$ cat src/rtl/poll_pkg.sv
package poll_pkg;
    localparam int NUNIT = 4;
    localparam int UW    = 2;

    typedef enum logic {
        PS_WAIT = 1'b0,
        PS_POLL = 1'b1
    } poll_state_e;

    typedef struct packed {
        poll_state_e      state;
        logic [UW-1:0]    sel;
        logic [NUNIT-1:0] known;
        logic [NUNIT-1:0] pend;
        logic [NUNIT-1:0] offl;
        logic             rst_rdy;
        logic             vld;
        logic [7:0]       st0;
    } poll_regs_t;
endpackage

$ cat src/rtl/poll_dwell_timer.sv
module poll_dwell_timer #(
    parameter int CW = 14
) (
    input  logic          clk,
    input  logic          rst_n,
    input  logic          run,
    input  logic [CW-1:0] limit,
    output logic          done
);
    logic [CW-1:0] cnt_d, cnt_q;

    always_comb begin
        done  = run && (cnt_q == limit - CW'(1));
        cnt_d = cnt_q;
        if (done)     cnt_d = '0;
        else if (run) cnt_d = cnt_q + CW'(1);
    end

    always_ff @(posedge clk) begin
        if (!rst_n) cnt_q <= '0;
        else        cnt_q <= cnt_d;
    end
endmodule

$ cat src/rtl/poll_pick_lowest.sv
module poll_pick_lowest #(
    parameter int N  = 4,
    parameter int IW = 2
) (
    input  logic [N-1:0]  req,
    output logic          any,
    output logic [IW-1:0] idx
);
    always_comb begin
        any = 1'b0;
        idx = '0;
        for (int i = N - 1; i >= 0; i--) begin
            if (req[i]) begin
                any = 1'b1;
                idx = IW'(i);
            end
        end
    end
endmodule

$ cat src/rtl/drive_ready_poller.sv
module drive_ready_poller
    import poll_pkg::*;
#(
    parameter int unsigned CLK_KHZ = 8000
) (
    input  logic        clk,
    input  logic        rst_n,
    input  logic        busy_i,
    input  logic        rdy_i,
    input  logic        sense_req_i,
    output logic [1:0]  unit_sel_o,
    output logic        irq_o,
    output logic        sense_vld_o,
    output logic [7:0]  sense_st0_o
);
    localparam int unsigned SHORT_CYC = CLK_KHZ * 220 / 1000;
    localparam int unsigned LONG_CYC  = CLK_KHZ * 440 / 1000;
    localparam int unsigned RST_CYC   = CLK_KHZ * 1024 / 1000;
    localparam int unsigned MAX_CYC   = (RST_CYC > LONG_CYC) ? RST_CYC : LONG_CYC;
    localparam int          CW        = $clog2(MAX_CYC + 1);

    poll_regs_t r_d, r_q;

    logic          tmr_run;
    logic [CW-1:0] tmr_limit;
    logic          tmr_done;
    logic          pick_any;
    logic [UW-1:0] pick_idx;

    always_comb begin
        if (r_q.state == PS_WAIT)        tmr_limit = CW'(RST_CYC);
        else if (r_q.sel == UW'(NUNIT-1)) tmr_limit = CW'(LONG_CYC);
        else                              tmr_limit = CW'(SHORT_CYC);
    end

    assign tmr_run = !busy_i;

    poll_dwell_timer #(.CW(CW)) u_tmr (
        .clk   (clk),
        .rst_n (rst_n),
        .run   (tmr_run),
        .limit (tmr_limit),
        .done  (tmr_done)
    );

    poll_pick_lowest #(.N(NUNIT), .IW(UW)) u_pick (
        .req (r_q.pend),
        .any (pick_any),
        .idx (pick_idx)
    );

    always_comb begin
        r_d     = r_q;
        r_d.vld = 1'b0;

        // host drains one pending drive per request
        if (sense_req_i) begin
            r_d.vld = 1'b1;
            if (pick_any) begin
                r_d.st0           = {2'b11, 2'b00, r_q.offl[pick_idx], 1'b0, pick_idx};
                r_d.pend[pick_idx] = 1'b0;
            end else begin
                r_d.st0 = 8'h80;
            end
        end

        // dwell or startup wait complete; new events override a clear
        if (tmr_done) begin
            if (r_q.state == PS_WAIT) begin
                r_d.state = PS_POLL;
                if (r_q.rst_rdy) begin
                    r_d.pend[0]  = 1'b1;
                    r_d.offl[0]  = 1'b0;
                    r_d.known[0] = 1'b1;
                end
            end else begin
                if (rdy_i != r_q.known[r_q.sel]) begin
                    r_d.known[r_q.sel] = rdy_i;
                    r_d.pend[r_q.sel]  = 1'b1;
                    r_d.offl[r_q.sel]  = !rdy_i;
                end
                r_d.sel = r_q.sel + UW'(1);
            end
        end
    end

    always_ff @(posedge clk) begin
        if (!rst_n) begin
            r_q         <= '0;
            r_q.state   <= PS_WAIT;
            r_q.rst_rdy <= rdy_i;
        end else begin
            r_q <= r_d;
        end
    end

    assign unit_sel_o  = r_q.sel;
    assign irq_o       = |r_q.pend;
    assign sense_vld_o = r_q.vld;
    assign sense_st0_o = r_q.st0;
endmodule

$ cat config.mk
export PLATFORM = sky130hd
export DESIGN_NAME = drive_ready_poller
export DESIGN_NICKNAME = d
export VERILOG_FILES = /design/src/rtl/poll_pkg.sv /design/src/rtl/poll_dwell_timer.sv /design/src/rtl/poll_pick_lowest.sv /design/src/rtl/drive_ready_poller.sv
export SDC_FILE = /design/constraint.sdc
export NUM_CORES = 1
export LEC_CHECK = 0
export BUFFER_PORTS_ARGS = -buffer_cell sky130_fd_sc_hd__buf_2
export CAP_MARGIN = 15
export CELL_PAD_IN_SITES_DETAIL_PLACEMENT = 1
export CELL_PAD_IN_SITES_GLOBAL_PLACEMENT = 1
export CORE_UTILIZATION = 45
export CTS_BUF_LIST = sky130_fd_sc_hd__clkbuf_4
export DETAILED_ROUTE_END_ITERATION = 10
export GPL_TIMING_DRIVEN = 0
export PLACE_DENSITY = 0.84
export RECOVER_POWER = 100
export SLEW_MARGIN = 20
export SYNTH_ARGS = -nofsm -noshare
export SYNTH_HDL_FRONTEND = slang
export SYNTH_SLANG_ARGS = --single-unit
$ cat constraint.sdc
create_clock -name clk -period 2.69 [get_ports clk]
set_input_delay 0.1345 -clock clk [delete_from_list [all_inputs] [get_ports clk]]
set_output_delay 0.1345 -clock clk [all_outputs]
set_load 0.01 [all_outputs]
Word-level counts from Yosys, hierarchy flattened

Cells that the tools add are included.

Register bits after elaboration: 39
Input port bits: 5
Output and inout bits: 12
Word-level logic and storage cells: 71

Add/subtract/negate cells: 3
Order comparisons: 4
Equality and inequality tests: 4
Mux-type cells: 34
Bitwise logic cells: 4
Reductions and logical operators: 11

Operators by type and width:

| operator              | number |
|---|---|
| $mux 9                | 2 |
| $add 14x1->14 const B | 1 |
| $eq 14x14->1          | 1 |
| $mux 1                | 14 |
| $mux 14               | 1 |
| $sub 14x1->14 const B | 1 |
| $mux 12               | 1 |
| $bwmux 4              | 2 |
| $mux 2                | 4 |
| $mux 4                | 2 |
| $mux 8                | 1 |
| $mux 7                | 1 |
| $lt 2x3->1 const B    | 2 |
| $mux 3                | 2 |
| $reduce_and 3->1      | 2 |
| $and 4x4->4           | 1 |
| $bmux 1 s2            | 2 |
| $demux 1 s2           | 2 |
| $ge 2x1->1 const B    | 2 |
| $not 4->4             | 1 |
| $or 4x4->4            | 1 |
| $reduce_or 4->1       | 1 |
| $logic_and 1x1->1     | 3 |
| $add 2x1->2 const B   | 1 |
| other kinds (8)       | 9 |

Depth between registers and ports, before layout

Gate-level depths: netlist (run 1).

Word-level depth: 16
Depth in mapped cells: 7

Hierarchy

Synthesis (run 1) repeated with hierarchy kept, for this count alone.

Cell total of the unflattened synthesis: 291
Area, all modules: 2387.3 um2

By module, submodules not included:

| module             | times used | cells an instance | area each (um2) | sequential area each (um2) |
|---|---|---|---|---|
| poll_dwell_timer   | 1          | 149               | 1199.9          | 280.3 |
| drive_ready_poller | 1          | 135               | 1152.4          | 450.4 |
| poll_pick_lowest   | 1          | 7                 | 35.0            | 0.0 |

Worst setup path after synthesis (run 1)

Ideal clock, no wire load.

Path kind: register to register
Start: register r_q, in the netlist unit_sel_o[0]
End: register r_q[10] (netlist bit)
Setup time: 0.117 ns
Data arrival time: 1.955 ns
Required time: 2.573 ns
Path slack: 0.618 ns
Stages on the path, launching flop included: 7
Buffers on the path: 0
Clock period less this slack: 2.072 ns
Path through: dfxtp_1 ha_1 or4b_4 a21oi_4 o2111ai_1 or2_1 a22o_1

Longest elaborated chain between the ends: 7
Elaborated cells on any way between the ends: 19

RTL lines:

| item                                                 | line                                               | text |
|---|---|---|
| from (decl)                                          | drive_ready_poller.sv:22                           | `poll_regs_t r_d, r_q;` |
| from (signal assigned)                               | drive_ready_poller.sv:93                           | `r_q <= r_d;` |
| $eq 2x2->1, or another cell as far along             | drive_ready_poller.sv:32                           | `else if (r_q.sel == UW'(NUNIT-1)) tmr_limit = CW'(LONG_CYC);` |
| $mux 12 or $logic_and 1x1->1 (tied branches)         | drive_ready_poller.sv:32, drive_ready_poller.sv:80 |  |
| $mux 14 or $mux 1 (tied branches)                    | drive_ready_poller.sv:31, drive_ready_poller.sv:80 |  |
| $sub 14x1->14 or $demux 1 s2 (tied branches)         | poll_dwell_timer.sv:13, drive_ready_poller.sv:80   |  |
| $eq 14x14->1 or $bwmux 4 (tied branches)             | poll_dwell_timer.sv:13, drive_ready_poller.sv:80   |  |
| $logic_and 1x1->1 or $mux 9 (tied branches)          | poll_dwell_timer.sv:13, drive_ready_poller.sv:77   |  |
| $reduce_and 3->1 (no line) or $mux 1 (tied branches) | --                                                 |  |

Parallel ways exist; a longest one is shown, timed or not. The select of a mux whose other input is x is not followed.
A chain may end at the register's enable or synchronous reset.

Worst setup path after layout (run 1)

Start: register r_q, in the netlist unit_sel_o[0]
End: register u_tmr.cnt_q[0]

Longest elaborated chain between the ends: 7

RTL lines:

| item                      | line                     | text |
|---|---|---|
| $eq 2x2->1                | drive_ready_poller.sv:32 |  |
| $mux 12                   | drive_ready_poller.sv:32 |  |
| $mux 14                   | drive_ready_poller.sv:31 | `if (r_q.state == PS_WAIT) tmr_limit = CW'(RST_CYC);` |
| $sub 14x1->14             | poll_dwell_timer.sv:13   | `done = run && (cnt_q == limit - CW'(1));` |
| $eq 14x14->1              | poll_dwell_timer.sv:13   |  |
| $logic_and 1x1->1         | poll_dwell_timer.sv:13   |  |
| $reduce_or 2->1 (no line) | --                       |  |
| to (signal assigned)      | poll_dwell_timer.sv:21   | `else cnt_q <= cnt_d;` |
| to (decl)                 | poll_dwell_timer.sv:10   | `logic [CW-1:0] cnt_d, cnt_q;` |

No other way between the ends.

==> results of run 1 <==
layout make-up:
cell class | instances | area, µm²
sequential | 36 | 731
multi-input combinational | 150 | 967
buffer | 19 | 113
fill | 478 | 1770
timing repair buffer | 13 | 58.8
inverter | 11 | 41.3
clock inverter | 1 | 3.75
clock buffer | 7 | 52.6
tap | 48 | 60.1
worst max-delay path: stages, from the launching register on:
cell and delay, ps:
dfxtp_1 530, ha_1 310, or4b_1 520, a21oi_4 210, o221ai_1 240, nand2_1 250, buf_2 260, nor2_1 70
metal layers:
layer	global-route usage (%)	up-vias	routed length [µm]
li1	-	780	-
met1	27.2	732	2060
met2	34.2	19	1820
met3	4.66	5	114
met4	6.38	0	56
met5	0	-	0
cells in the final DEF, fill, tap and decap left out, drive strengths merged, types with 2 or more instances in the layout:
cell | netlist | layout
xor2 | 8 | 8
nor3 | 2 | 2
o211ai | 4 | 4
or2 | 2 | 2
and2 | 2 | 2
o21ai | 6 | 6
mux2i | 4 | 4
nor2 | 34 | 34
o21a | 2 | 2
nand4b | 2 | 2
clkbuf | 6 | 25
buf | 13 | 13
a21oi | 10 | 10
o31ai | 2 | 2
nand4 | 9 | 9
xnor2 | 7 | 7
nand2 | 11 | 11
a2111oi | 2 | 2
conb | 1 | 3
o311ai | 4 | 4
ha | 5 | 5
inv | 11 | 11
nand2b | 2 | 2
dfxtp | 35 | 35
nor2b | 4 | 4
nand3 | 9 | 9
sequential cells by signal (all words and copies together), names as in the netlist:
name,cells
u_tmr.cnt_q,14
r_q,13
sense_st0_o,5
unit_sel_o,2
r_d,1
sense_vld_o,1
logic make-up (layout without fill, tap and decap cells):
| logic type | count (synthesis) | count (layout) | share of synthesized area (%) |
|---|---|---|---|
| mux | 6 | 6 | 3.98 |
| xor+xnor | 15 | 15 | 7.09 |
| flops | 36 | 36 | 39.4 |
| fa+ha+maj | 5 | 5 | 3.37 |
| compound gates | 39 | 39 | 15.9 |
| simple gates | 82 | 82 | 21.7 |
| other cells | 1 | 3 | 0.202 |
| buf+inv | 30 | 51 | 8.30 |
through the flow:
step	setup slack, ps	cells	power (mW)	cell area (µm²)
after floorplan	618	216	0.596	1860
after CTS	200	285	0.917	2050
after detailed placement	213	276	0.614	1980
final	183	285	0.894	2030
after global routing	37.2	285	0.941	2030
after global placement	320	276	0.611	1980
worst paths after layout:
path	start	to	slack (ps)
max	unit_sel_o[0]$_SDFFE_PN0P_	u_tmr.cnt_q[0]$_SDFFE_PP0N_	180
min	busy_i	u_tmr.cnt_q[0]$_SDFFE_PP0N_	110
max reg2reg	unit_sel_o[0]$_SDFFE_PN0P_	u_tmr.cnt_q[0]$_SDFFE_PP0N_	180
min reg2reg	sense_st0_o[7]$_SDFFE_PN0P_	sense_st0_o[7]$_SDFFE_PN0P_	490
power by group:
| group | switching, mW | internal [mW] | leakage, nW | total (mW) |
|---|---|---|---|---|
| registers | 0.00472 | 0.543 | 0.293 | 0.548 |
| clock network | 0.173 | 0.121 | 0.0338 | 0.294 |
| logic | 0.0330 | 0.0194 | 0.411 | 0.0524 |
repair_timing:
action                                  in CTS  in global routing
hold endpoints to repair                     1                  0
endpoints found under the setup margin       0                  0
resized for setup                            0                  0
buffers inserted                             0                  0
hold buffers                                 1                  0
==> qor.csv, run 1 <==
stage,metric,value,unit
flow_run,Max-Cap Viols,0,
sta,"Hold Violations, Final",0,
die,row count,22,
synth,synth warn,0,
placed_design,dpl hpwl,3050,µm
routing,Via Count,1536,
grt,first-pass GRT wire length,6870,µm
synth,Synth top area share,37.8,%
die,I/O pins,17,
finish,layout net count,246,
pwr,leakage,0.738,nW
clocking,H-Tree Depth,2,
routing,remaining antenna violation count,0,
routing,Detailed Routing Iterations Pass 1,4,
finish,final core occ,53.4,%
synth,Unique masters post-synth,46,
synth,Post-synth EDFFs,1,
die,core area,3800,µm²
setup_path,arrival time worst endpoint,2740,ps
synth,main flop type after synthesis,dfxtp_1,
routing,vias per std cell,5.39,
setup_path,R2R cell count,7,
setup_path,required time worst endpoint,2920,ps
worst_hold_path,worst hold stages,3,
setup_path,element type at the critical path start,register,
sta,TNS Setup,0,ps
synth,Mean Syn Cell Area,8.66,µm²
sta,"Setup violations, final",0,
routing,DR iter-0 viols,49,
synth,largest cells by area after synthesis,"dfxtp_1 38%, nor2_1 6.9%, buf_4 4.0%, xor2_1 3.8%, ha_1 3.4%",
grt,Tot GR Track Use,20.9,%
clocking,Max clock buf depth,2,
pwr,Max VDD drop,304,µV
setup_path,CP endpoint kind,register,
die,Die Area,4380,µm²
clocking,CTS sink cnt,36,
clocking,TritonCTS clock tree,built,
synth,Async SR Flop Fraction,0,%
sta,relative slew slack,58.7,%
pwr,Pwr Density,441,nW/µm²
synth,Synth area leader,dfxtp_1,
clocking,Clock transition at path regs,100,ps
finish,area grow syn2layout,9.31,%
die,Die Wd,66.2,µm
die,Initial Util,48.8,%
clocking,total CTS buffers,5,
sta,RSZ-0062 raised after global routing,no,
worst_hold_path,Hold Path Class,in -> reg,
synth,synthesized area,1850,µm²
sta,Fin Clk Skew,6.65,ps
grt,total gr overflow,0,
finish,Antenna diodes,0,
setup_path,crit path max fanout,10,
synth,sequential cell area fraction in the yosys report,39.4,%
grt,initial antenna violation count,0,
placed_design,port bufs,12,
clocking,root buf cell,clkbuf_4,
grt,largest net degree at the start of global routing,11,
outcome,outcome,finished clean,
routing,DRC,0,
sta,worst slew pin tran,613,ps
clocking,Worst-Skew Late Latency,340,ps
synth,synth cell count leaders,"35 x dfxtp_1, 34 x nor2_1, 11 x inv_1, 11 x nand2_1, 10 x buf_4",
setup_path,CP Class,reg -> reg,
sta,final slew viol count,0,
synth,most common cell in the netlist,dfxtp_1,
grt,via count of the first global-routing pass,1473,
sta,Tmin final,2510,ps
finish,share of layout cells above drive strength 1,11.4,%
routing,wire per inst,14.2,µm
sta,Fin Hold WS,110,ps
placed_design,Placer Congestion,0.769,
synth,cell count after synthesis,214,
routing,WL final,4040,µm
sta,final worst path period share,93.2,%
die,Die H,66.2,µm
synth,#FFs+latches synth,36,
sta,Max Freq,0.399,GHz
Note: power is estimated with default switching activity, not from simulation.
==> run 2: changes to the inputs <==
CORE_UTILIZATION = 44   (was 45)
CTS_BUF_LIST = default   (was sky130_fd_sc_hd__clkbuf_4)
PLACE_DENSITY = 0.83   (was 0.84)
==> run 2 against run 1 <==
Effect of this change:
- combinational power decreased by 2%
- largest cell class unchanged
- die area increased by 2.2%
- final cell count increased by 0.35%
- design area increased by 1.4%
- clock power increased by 38%
- largest power group unchanged
- worst hold slack got worse by 50 ps
==> qor.csv, run 2 (same netlist as run 1, synthesis figures left out) <==
stage,metric,value,unit,change
finish,Top reg by flops,u_tmr.cnt_q,,unchanged
die,core area,4030,µm²,was 3800 µm²
routing,Detailed Routing Iterations Pass 1,5,,was 4
sta,Max Freq,0.405,GHz,was 0.399 GHz
clocking,TritonCTS clock tree,built,,unchanged
flow_run,Max-Cap Viols,0,,unchanged
routing,Top Layer Used,met4,,unchanged
sta,relative slew slack,60.6,%,was 58.7%
setup_path,arrival time worst endpoint,2710,ps,was 2740 ps
setup_path,reg2reg end,r_q[10]$_SDFFE_PN0P_,,was u_tmr.cnt_q[0]$_SDFFE_PP0N_
routing,vias per std cell,5.43,,was 5.39
finish,Filler cells,520,,was 478
die,I/O pins,17,,unchanged
finish,layout net count,245,,was 246
placed_design,dpl hpwl,2970,µm,was 3050 µm
die,Die Area,4480,µm²,was 4380 µm²
finish,Antenna diodes,0,,unchanged
setup_path,required time worst endpoint,2930,ps,was 2920 ps
finish,share of layout cells above drive strength 1,11.4,%,about the same
clocking,Hold Buf Count CTS,0,,was 1
sta,Fin Hold WS,60.0,ps,was 110 ps
setup_path,reg2reg setup slack,220,ps,was 180 ps
routing,DR iter-0 viols,55,,was 49
routing,Via Count,1553,,"was 1,536"
grt,Tot GR Track Use,20.0,%,was 20.9%
sta,"Hold Violations, Final",0,,unchanged
clocking,post-CTS sizing,0,,unchanged
die,Die Wd,66.9,µm,was 66.2 µm
pwr,Max VDD drop,234,µV,was 304 µV
outcome,outcome,finished clean,,unchanged
routing,remaining antenna violation count,0,,unchanged
placed_design,Post-DP Area,1980,µm²,about the same
grt,largest net degree at the start of global routing,12,,was 11
finish,Final Instance Area,2050,µm²,was 2030 µm²
routing,metal3 WL,126,µm,was 114 µm
worst_hold_path,Hold Path Class,in -> reg,,unchanged
worst_hold_path,end of the worst hold path,r_d[9]$_DFFE_PN_,,was u_tmr.cnt_q[0]$_SDFFE_PP0N_
placed_design,Post-Place Worst Slack,281,ps,was 213 ps
clocking,H-Tree Depth,2,,unchanged
finish,area grow syn2layout,10.8,%,was 9.31%
setup_path,CP endpoint kind,register,,unchanged
grt,first-pass GRT wire length,6620,µm,was 6870 µm
sta,Fin Clk Skew,3.91,ps,was 6.65 ps
clocking,Worst-Skew Late Latency,290,ps,was 340 ps
pwr,Pwr Density,489,nW/µm²,was 441 nW/µm²
clocking,post-CTS setup buffers,0,,unchanged
grt,initial antenna violation count,0,,unchanged
sta,final slew viol count,0,,unchanged
grt,total gr overflow,0,,unchanged
worst_hold_path,hold path start,rdy_i,,was busy_i
setup_path,Worst path max stage delay,530,ps,about the same
die,row count,23,,was 22
grt,via count of the first global-routing pass,1436,,"was 1,473"
placed_design,port bufs,12,,unchanged
worst_hold_path,worst hold stages,1,,was 3
die,Initial Util,46.0,%,was 48.8%
clocking,total CTS buffers,5,,unchanged
routing,WL met2,1940,µm,was 1820 µm
pwr,leakage,0.749,nW,was 0.738 nW
setup_path,worst-path cell chain,"ha_1, or4b_1, a21oi_4, o2111ai_1, a2111oi_0, a22o_1",,"was ha_1, or4b_1, a21oi_4, o221ai_1, nand2_1, buf_2, nor2_1"
setup_path,CP max-delay cell,a2111oi_0,,was dfxtp_1
routing,wire per inst,14.5,µm,was 14.2 µm
sta,RSZ-0062 raised after global routing,no,,unchanged
clocking,root buf cell,clkbuf_8,,was clkbuf_4
setup_path,crit path max fanout,7,,was 10
setup_path,R2R cell count,6,,was 7
placed_design,Placer Congestion,0.761,,was 0.769
routing,WL final,4140,µm,was 4040 µm
sta,worst slew pin tran,583,ps,was 613 ps
finish,Largest register FFs,14,,unchanged
clocking,Max clock buf depth,2,,unchanged
sta,"Setup violations, final",0,,unchanged
sta,TNS Setup,0,ps,unchanged
routing,Metal-1 WL,2030,µm,was 2060 µm
pwr,Pwr Total,1.00,mW,was 0.894 mW
die,Die H,66.9,µm,was 66.2 µm
setup_path,element type at the critical path start,register,,unchanged
setup_path,reg-to-reg critical path startpoint,unit_sel_o[0]$_SDFFE_PN0P_,,unchanged
finish,"commonest non-fill, non-tap cell in the layout",dfxtp_1,,unchanged
sta,Tmin final,2470,ps,was 2510 ps
setup_path,CP Class,reg -> reg,,unchanged
sta,final worst path period share,91.8,%,was 93.2%
routing,DRC,0,,unchanged
finish,most frequent cells in the layout,"35 x dfxtp_1, 34 x nor2_1, 16 x clkbuf_1",,"was 35 x dfxtp_1, 34 x nor2_1, 15 x clkbuf_1"
clocking,CTS sink cnt,36,,unchanged
sta,min setup slack post-route,221,ps,was 183 ps
clocking,Clock transition at path regs,70,ps,was 100 ps
-- run 2: cell count changes in the layout (fill, tap and decap cells not counted) --
cell / before / now
clkbuf_1: 15 / 16
clkbuf_2: 1 / 0
clkbuf_4: 9 / 2
clkbuf_8: 0 / 6
clkinv_1: 1 / 0
clkinv_2: 0 / 2
dlygate4sd3_1: 1 / 0
-- run 2: worst max-delay path, delay by kind of cell, from the launching register on --
| kind | cells | cell delay [ps] |
|---|---|---|
| AOI/OAI and AO/OA | 4 | 1120 |
| and+or+nand+nor | 1 | 510 |
| DFF | 1 | 500 |
| adders and majority gates | 1 | 290 |
-- run 2: how the worst max path moves through the flow --
stage / from / end / slack [ps] / cells after the start
2_1_floorplan: unit_sel_o[0]$_SDFFE_PN0P_ / r_q[10]$_SDFFE_PN0P_ / 620 / 6
3_3_place_gp: unit_sel_o[0]$_SDFFE_PN0P_ / u_tmr.cnt_q[4]$_SDFFE_PP0N_ / 310 / 7
3_5_place_dp: unit_sel_o[0]$_SDFFE_PN0P_ / u_tmr.cnt_q[4]$_SDFFE_PP0N_ / 280 / 7
4_1_cts: unit_sel_o[0]$_SDFFE_PN0P_ / u_tmr.cnt_q[4]$_SDFFE_PP0N_ / 240 / 7
5_1_grt: unit_sel_o[0]$_SDFFE_PN0P_ / u_tmr.cnt_q[12]$_SDFFE_PP0N_ / 50 / 7
6_report: unit_sel_o[0]$_SDFFE_PN0P_ / r_q[10]$_SDFFE_PN0P_ / 220 / 6
-- run 2: where the power goes --
part           total [mW]  internal (mW)  switching [mW]  leakage [nW]
clock               0.405          0.204           0.201        0.0510
sequential          0.547          0.543         0.00454         0.293
combinational      0.0513         0.0184          0.0329         0.405
-- run 2: area by class of cell --
class	instances	area (µm²)	area share (%)
Sequential cell	36	731	35.6
Multi-Input combinational cell	150	967	47.1
Inverter	11	41.3	2.01
Clock inverter	2	10.0	0.487
Tap cell	50	62.6	3.05
Clock buffer	6	82.6	4.02
Buffer	19	111	5.42
Timing Repair Buffer	12	48.8	2.38
-- run 2: through the flow --
step	instances	utilization, %
after floorplan	216	-
after global placement	278	49.3
after detailed placement	278	49.3
after CTS	286	51.6
after global routing	286	51.0
final	286	51.0
-- run 2: routing by layer --
| metal | vias up | global-route usage (%) |
|---|---|---|
| met1 | 748 | 24.4 |
| met3 | 4 | 5.14 |
| met2 | 22 | 33.6 |
| met4 | 0 | 7.18 |
| met5 | - | 0 |
| li1 | 779 | - |
